## src/rtl/dma_chctl_pkg.sv

```systemverilog
package dma_chctl_pkg;
  localparam int unsigned OFS_MASK_SET = 32'h20;
  localparam int unsigned OFS_MASK_CLR = 32'h24;
  localparam int unsigned OFS_EN_SET   = 32'h28;
  localparam int unsigned OFS_EN_CLR   = 32'h2C;

  // Next value of a set/clear vector; a set on the same bit beats a clear.
  function automatic logic [31:0] sc_next(input logic [31:0] cur,
                                          input logic [31:0] set_v,
                                          input logic [31:0] clr_v);
    return (cur & ~(clr_v & ~set_v)) | set_v;
  endfunction

  // Qualification of raw requests by enable and mask.
  function automatic logic [31:0] qualify(input logic [31:0] raw,
                                          input logic [31:0] en,
                                          input logic [31:0] msk);
    return raw & en & ~msk;
  endfunction
endpackage

```

## src/rtl/sc_vector.sv

```systemverilog
module sc_vector #(
  parameter int unsigned N = 14
) (
  input  logic         clk,
  input  logic         rst_n,
  input  logic [N-1:0] set_v,
  input  logic [N-1:0] clr_v,
  output logic [N-1:0] q
);
  import dma_chctl_pkg::*;

  logic [31:0] nxt_wide;
  logic        any_touch;

  assign nxt_wide  = sc_next(32'(q), 32'(set_v), 32'(clr_v));
  assign any_touch = (|set_v) || (|clr_v);

  always_ff @(posedge clk) begin
    if (!rst_n) q <= '0;
    else        q <= nxt_wide[N-1:0];
  end

  AST_SET_STICKS: assert property (@(posedge clk) disable iff (!rst_n)
    (|set_v) |=> ((q & $past(set_v)) == $past(set_v)));
  AST_CLR_DROPS: assert property (@(posedge clk) disable iff (!rst_n)
    (|clr_v) |=> ((q & $past(clr_v & ~set_v)) == '0));
  AST_IDLE_HOLDS: assert property (@(posedge clk) disable iff (!rst_n)
    !any_touch |=> $stable(q));
endmodule

```

## src/rtl/bus_decode.sv

```systemverilog
module bus_decode #(
  parameter int unsigned N      = 14,
  parameter int unsigned ADDR_W = 8,
  parameter int unsigned DATA_W = 32
) (
  input  logic              clk,
  input  logic              rst_n,
  input  logic [ADDR_W-1:0] addr,
  input  logic              we,
  input  logic [DATA_W-1:0] wdata,
  input  logic [N-1:0]      en_q,
  input  logic [N-1:0]      msk_q,
  output logic [N-1:0]      en_set,
  output logic [N-1:0]      en_clr,
  output logic [N-1:0]      msk_set,
  output logic [N-1:0]      msk_clr,
  output logic [DATA_W-1:0] rdata
);
  import dma_chctl_pkg::*;

  localparam int unsigned PAD = DATA_W - N;

  logic hit_mset, hit_mclr, hit_eset, hit_eclr, hit_any, wdata_hi_nz;

  assign hit_mset    = (addr == ADDR_W'(OFS_MASK_SET));
  assign hit_mclr    = (addr == ADDR_W'(OFS_MASK_CLR));
  assign hit_eset    = (addr == ADDR_W'(OFS_EN_SET));
  assign hit_eclr    = (addr == ADDR_W'(OFS_EN_CLR));
  assign hit_any     = hit_mset | hit_mclr | hit_eset | hit_eclr;
  assign wdata_hi_nz = |wdata[DATA_W-1:N];

  assign msk_set = (we && hit_mset) ? wdata[N-1:0] : '0;
  assign msk_clr = (we && hit_mclr) ? wdata[N-1:0] : '0;
  assign en_set  = (we && hit_eset) ? wdata[N-1:0] : '0;
  assign en_clr  = (we && hit_eclr) ? wdata[N-1:0] : '0;

  always_comb begin
    rdata = '0;
    if (hit_mset)      rdata = {{PAD{1'b0}}, msk_q};
    else if (hit_eset) rdata = {{PAD{1'b0}}, en_q};
  end

  AST_UNMAPPED_INERT: assert property (@(posedge clk) disable iff (!rst_n)
    (we && !hit_any) |-> ((en_set | en_clr | msk_set | msk_clr) == '0));
  AST_HI_DATA_INERT: assert property (@(posedge clk) disable iff (!rst_n)
    (we && wdata_hi_nz && wdata[N-1:0] == '0) |-> ((en_set | en_clr | msk_set | msk_clr) == '0));
  AST_RSVD_READ_ZERO: assert property (@(posedge clk) disable iff (!rst_n)
    rdata[DATA_W-1:N] == '0);
  AST_WO_READ_ZERO: assert property (@(posedge clk) disable iff (!rst_n)
    (hit_mclr || hit_eclr || !hit_any) |-> (rdata == '0));
endmodule

```

## src/rtl/req_gate.sv

```systemverilog
module req_gate #(
  parameter int unsigned N = 14
) (
  input  logic         clk,
  input  logic         rst_n,
  input  logic [N-1:0] raw,
  input  logic [N-1:0] en_q,
  input  logic [N-1:0] msk_q,
  output logic [N-1:0] req_q
);
  import dma_chctl_pkg::*;

  logic [31:0] gated;
  assign gated = qualify(32'(raw), 32'(en_q), 32'(msk_q));

  always_ff @(posedge clk) begin
    if (!rst_n) req_q <= '0;
    else        req_q <= gated[N-1:0];
  end

  AST_MASKED_SILENT: assert property (@(posedge clk) disable iff (!rst_n)
    1'b1 |=> ((req_q & $past(msk_q)) == '0));
  AST_DISABLED_SILENT: assert property (@(posedge clk) disable iff (!rst_n)
    1'b1 |=> ((req_q & ~$past(en_q)) == '0));
  AST_NO_SPURIOUS: assert property (@(posedge clk) disable iff (!rst_n)
    1'b1 |=> ((req_q & ~$past(raw)) == '0));
endmodule

```

## src/rtl/dma_chctl_bank.sv

```systemverilog
module dma_chctl_bank #(
  parameter int unsigned N_CH   = 14,
  parameter int unsigned ADDR_W = 8,
  parameter int unsigned DATA_W = 32
) (
  input  logic              clk,
  input  logic              rst_n,
  input  logic [ADDR_W-1:0] bus_addr,
  input  logic              bus_we,
  input  logic [DATA_W-1:0] bus_wdata,
  output logic [DATA_W-1:0] bus_rdata,
  input  logic [N_CH-1:0]   periph_req,
  output logic [N_CH-1:0]   chan_req,
  output logic [N_CH-1:0]   chan_enabled,
  output logic [N_CH-1:0]   chan_masked
);
  logic [N_CH-1:0] en_set, en_clr, msk_set, msk_clr;

  bus_decode #(.N(N_CH), .ADDR_W(ADDR_W), .DATA_W(DATA_W)) u_dec (
    .clk(clk), .rst_n(rst_n), .addr(bus_addr), .we(bus_we), .wdata(bus_wdata),
    .en_q(chan_enabled), .msk_q(chan_masked),
    .en_set(en_set), .en_clr(en_clr), .msk_set(msk_set), .msk_clr(msk_clr),
    .rdata(bus_rdata)
  );

  sc_vector #(.N(N_CH)) u_en (
    .clk(clk), .rst_n(rst_n), .set_v(en_set), .clr_v(en_clr), .q(chan_enabled)
  );

  sc_vector #(.N(N_CH)) u_msk (
    .clk(clk), .rst_n(rst_n), .set_v(msk_set), .clr_v(msk_clr), .q(chan_masked)
  );

  req_gate #(.N(N_CH)) u_req (
    .clk(clk), .rst_n(rst_n), .raw(periph_req), .en_q(chan_enabled),
    .msk_q(chan_masked), .req_q(chan_req)
  );

  AST_RESET_CLEARS: assert property (@(posedge clk)
    $fell(rst_n) |=> (chan_enabled == '0 && chan_masked == '0 && chan_req == '0));
endmodule

```

## config.mk

```make
export PLATFORM = sky130hd
export DESIGN_NAME = dma_chctl_bank
export DESIGN_NICKNAME = d
export VERILOG_FILES = /design/src/rtl/dma_chctl_pkg.sv /design/src/rtl/sc_vector.sv /design/src/rtl/bus_decode.sv /design/src/rtl/req_gate.sv /design/src/rtl/dma_chctl_bank.sv
export SDC_FILE = /design/constraint.sdc
export NUM_CORES = 1
export LEC_CHECK = 0
export BUFFER_PORTS_ARGS = -buffer_cell sky130_fd_sc_hd__buf_2
export CAP_MARGIN = 15
export CORE_MARGIN = 8
export CORE_UTILIZATION = 51
export CTS_BUF_LIST = sky130_fd_sc_hd__clkbuf_8
export CTS_CLUSTER_SIZE = 14
export DETAILED_ROUTE_END_ITERATION = 10
export GPL_TIMING_DRIVEN = 0
export PLACE_DENSITY = 0.86
export SLEW_MARGIN = 20
export SYNTH_ARGS = -nofsm -noshare
export SYNTH_HDL_FRONTEND = slang
export SYNTH_HIERARCHICAL = 1
export SYNTH_SLANG_ARGS = --single-unit
```

## constraint.sdc

```tcl
create_clock -name clk -period 4.6 [get_ports clk]
set_clock_uncertainty 0.15 [all_clocks]
set_input_delay 0.69 -clock clk [delete_from_list [all_inputs] [get_ports clk]]
set_output_delay 0.69 -clock clk [all_outputs]
set_load 0.03 [all_outputs]
```

==> results.toml <==
[drt]
detail-route-antenna-nets = 0
viasPerCell = 5.40
initialDrtViolationCount = 167
drt_pre_antenna_iters = 4
drt-total-wl_mm = 7.94
remaining_drc_errors = 0
routed_wire_length_per_instance_um = 17.2
routed_length_on_met2_mm = 3.73
wl_met1_mm = 3.26
route.vias.total = 2499
wl_met3_um = 845
route.top_layer_used = "met4"

[logic_synthesis]
yosys.area.top_type = "sky130_fd_sc_hd__dfxtp_1"
ys_seq_area_frac = 0.319
synth.distinct_cells = 20
number_of_instances_in_the_synthesized_netlist = 276
synthDominantCellAreaShare = 0.319
avgSynthCellArea_um2 = 9.54
syn_area_um2 = 2630
synth.area.top_cells = "sky130_fd_sc_hd__dfxtp_1 (32%), sky130_fd_sc_hd__nor3_1 (9.9%), sky130_fd_sc_hd__o21a_1 (8.0%), sky130_fd_sc_hd__nor3_2 (6.8%), sky130_fd_sc_hd__nor2b_1 (6.7%)"
ys_seq_elements = 42
ys_warn_count = 6

[flow_run]
cap_viol_max_count = 0

[global_route]
grt_max_degree = 16
grt_pass1_wl_mm = 12.8
via_count_of_the_first_global_routing_pass = 2615
antenna_found_initial = 0
remaining_global_route_overflow = 0
gr-usage-all-layers = 0.210

[final_layout]
final_cell_count_no_fill = 463
area_of_the_multi_input_gates_um2 = 1500
antennaDiodeCount = 0
synth_to_layout_area_growth_pct = 26.3
fin_nets = 450
seqCellArea_um2 = 841
drive_gt1_frac = 0.399
nFillCells = 415

[sta]
rsz_0062_raised_after_global_routing = "false"
timing.max_slew.rel_slack = 0.590
finalHoldViolCount = 0
fmax_ghz = 0.346
min_period_over_period = 0.627
final_max_slew_viol_count = 0
final.setup.tns_ns = 0
min_period_ns = 2.89
worst_pin_slew_ns = 0.615
timing.final.setup_violations = 0

[critical_path]
worstSetupPathType = "in2out"
timing.critical_path.arrival_ns = 2.05
critPathLaunch = "bus_addr[2]"
crit_path_end = "bus_rdata[3]"
crit-reg2reg-launch = "u_en/q[5]"
startpoint_type = "input port"
worst-endpoint-required_ns = 3.76
rr_endpoint = "u_en/q[5]"
worst_r2r_path_depth = 2
crit_path_end_kind = "output port"
critical_path.max_fanout = 10
r2r_slack_ns = 3.71

[floorplan]
top_level_ports = 131
die_outline_width_um = 87.8
fp.dieArea_um2 = 7720
initial_utilization = 0.522
die-height_um = 87.8
rows = 26
core_area_um2 = 5040

[clocking]
cts_made_buffers = 5
clock_tree.htree_level_count = 2
post_cts.resized_instances = 0
post_cts.repair.setup_buffers = 0
clock_tree.root_cell = "sky130_fd_sc_hd__clkbuf_8"
ctsHoldBuffers = 0
max-clock-path-buffers = 2
clk_transition_reported_paths_ns = 0.07
clock_sinks = 42
clock_tree_from_tritoncts = "built"
worst_skew_pair.late_latency_ns = 0.29

[power]
powerDensity_nw_per_um2 = 210
vdd.ir_drop.worst_uv = 144
cellLeakagePower_nw = 1.53

[place]
place_congestion = 0.881
quantity_of_i_o_buffers_inserted_on_ports = 93
estimated_wirelength_of_the_detail_placed_design_mm = 5.78
placed_cells = 456

[run_status]
result_of_the_run = "finished, final reports clean"

[worst_hold_path]
worstHoldPathType = "reg2reg"
whs_path_depth = 1
==> power by group <==
part	internal, mW	switching (mW)	leakage, nW
clock	0.100	0.114	0.0466
combinational	0.0449	0.0744	1.15
sequential	0.364	0.000268	0.338
total	0.509	0.189	1.53
==> flip-flops by register name, indices dropped and copies added, names as in the netlist <==
signal	count
u_req/req_q	14
u_msk/q	14
u_en/q	14
==> metrics by stage <==
| stage | setup WS (ns) | cell area [µm²] | total power [mW] | utilization | hold WS [ns] |
|---|---|---|---|---|---|
| 2_1_floorplan | 1.78 | 2700 | 0.453 | - | 0.526 |
| 3_3_place_gp | 1.72 | 3250 | 0.487 | 0.644 | 0.384 |
| 3_5_place_dp | 1.70 | 3250 | 0.489 | 0.644 | 0.390 |
| 4_1_cts | 1.70 | 3330 | 0.703 | 0.660 | 0.402 |
| 5_1_grt | 1.66 | 3330 | 0.727 | 0.660 | 0.425 |
| 6_report | 1.71 | 3330 | 0.698 | 0.660 | 0.401 |
==> area by class of cell <==
cell class / instances / share of cell area
buffer: 47 / 0.106
clock buffer: 5 / 0.0207
clock inverter: 2 / 0.00226
multi-input combinational: 204 / 0.452
sequential: 42 / 0.253
tap: 70 / 0.0263
timing repair buffer: 93 / 0.140
==> logic make-up (layout without fill, tap and decap cells) <==
group	count (synthesis)	count (layout)	share of synthesized area
compound gates	28	28	0.0798
buf+inv	47	147	0.134
flops	42	42	0.319
mux	14	14	0.0532
other cells	1	18	0.00142
simple gates	144	144	0.412
==> metal layers <==
layer | up-vias | global-route usage
li1 | 1206 | -
met1 | 1150 | 0.252
met2 | 128 | 0.339
met3 | 15 | 0.0600
met4 | 0 | 0.0953
met5 | - | 0
==> placed cells by master, fill, tap and decap left out, types with 9 or more instances in the layout <==
| cell type | Yosys | final |
|---|---|---|
| sky130_fd_sc_hd__buf_6 | 12 | 12 |
| sky130_fd_sc_hd__clkbuf_1 | 10 | 10 |
| sky130_fd_sc_hd__dfxtp_1 | 42 | 42 |
| sky130_fd_sc_hd__buf_4 | 18 | 18 |
| sky130_fd_sc_hd__nor2b_1 | 28 | 28 |
| sky130_fd_sc_hd__nor3_1 | 52 | 52 |
| sky130_fd_sc_hd__nand4bb_1 | 9 | 9 |
| sky130_fd_sc_hd__or4b_1 | 15 | 15 |
| sky130_fd_sc_hd__mux2i_1 | 14 | 14 |
| sky130_fd_sc_hd__o21a_1 | 28 | 28 |
| sky130_fd_sc_hd__nor3_2 | 18 | 18 |
| sky130_fd_sc_hd__conb_1 | 1 | 18 |
| sky130_fd_sc_hd__buf_2 | 6 | 99 |
| sky130_fd_sc_hd__and4b_1 | 10 | 10 |
==> worst max-delay path, stage by stage <==
cell	delay, ns
sky130_fd_sc_hd__buf_2	0.11
sky130_fd_sc_hd__or3_1	0.35
sky130_fd_sc_hd__clkbuf_1	0.19
sky130_fd_sc_hd__buf_2	0.29
sky130_fd_sc_hd__nor3_2	0.19
sky130_fd_sc_hd__buf_2	0.22
==> synth_stat cells (all sizes together) <==
cell type  count
nand2          1
nand2b         1
and4b         14
nand4bb        9
buf           37
nor3          70
clkbuf        10
dfxtp         42
mux2i         14
or4bb          5
or4b          15
nor2b         28
o21a          28
or3            1
conb           1
==> worst min-delay path by stage <==
| stage | start | to |
|---|---|---|
| floorplan | u_en/q[0] | u_req/req_q[0] |
| global placement | u_en/q[4] | u_req/req_q[4] |
| detailed placement | u_en/q[8] | u_req/req_q[8] |
| CTS | u_en/q[8] | u_req/req_q[8] |
| global route | u_en/q[2] | u_req/req_q[2] |
| finish | u_en/q[8] | u_req/req_q[8] |
Note: power is estimated with default switching activity, not from simulation.
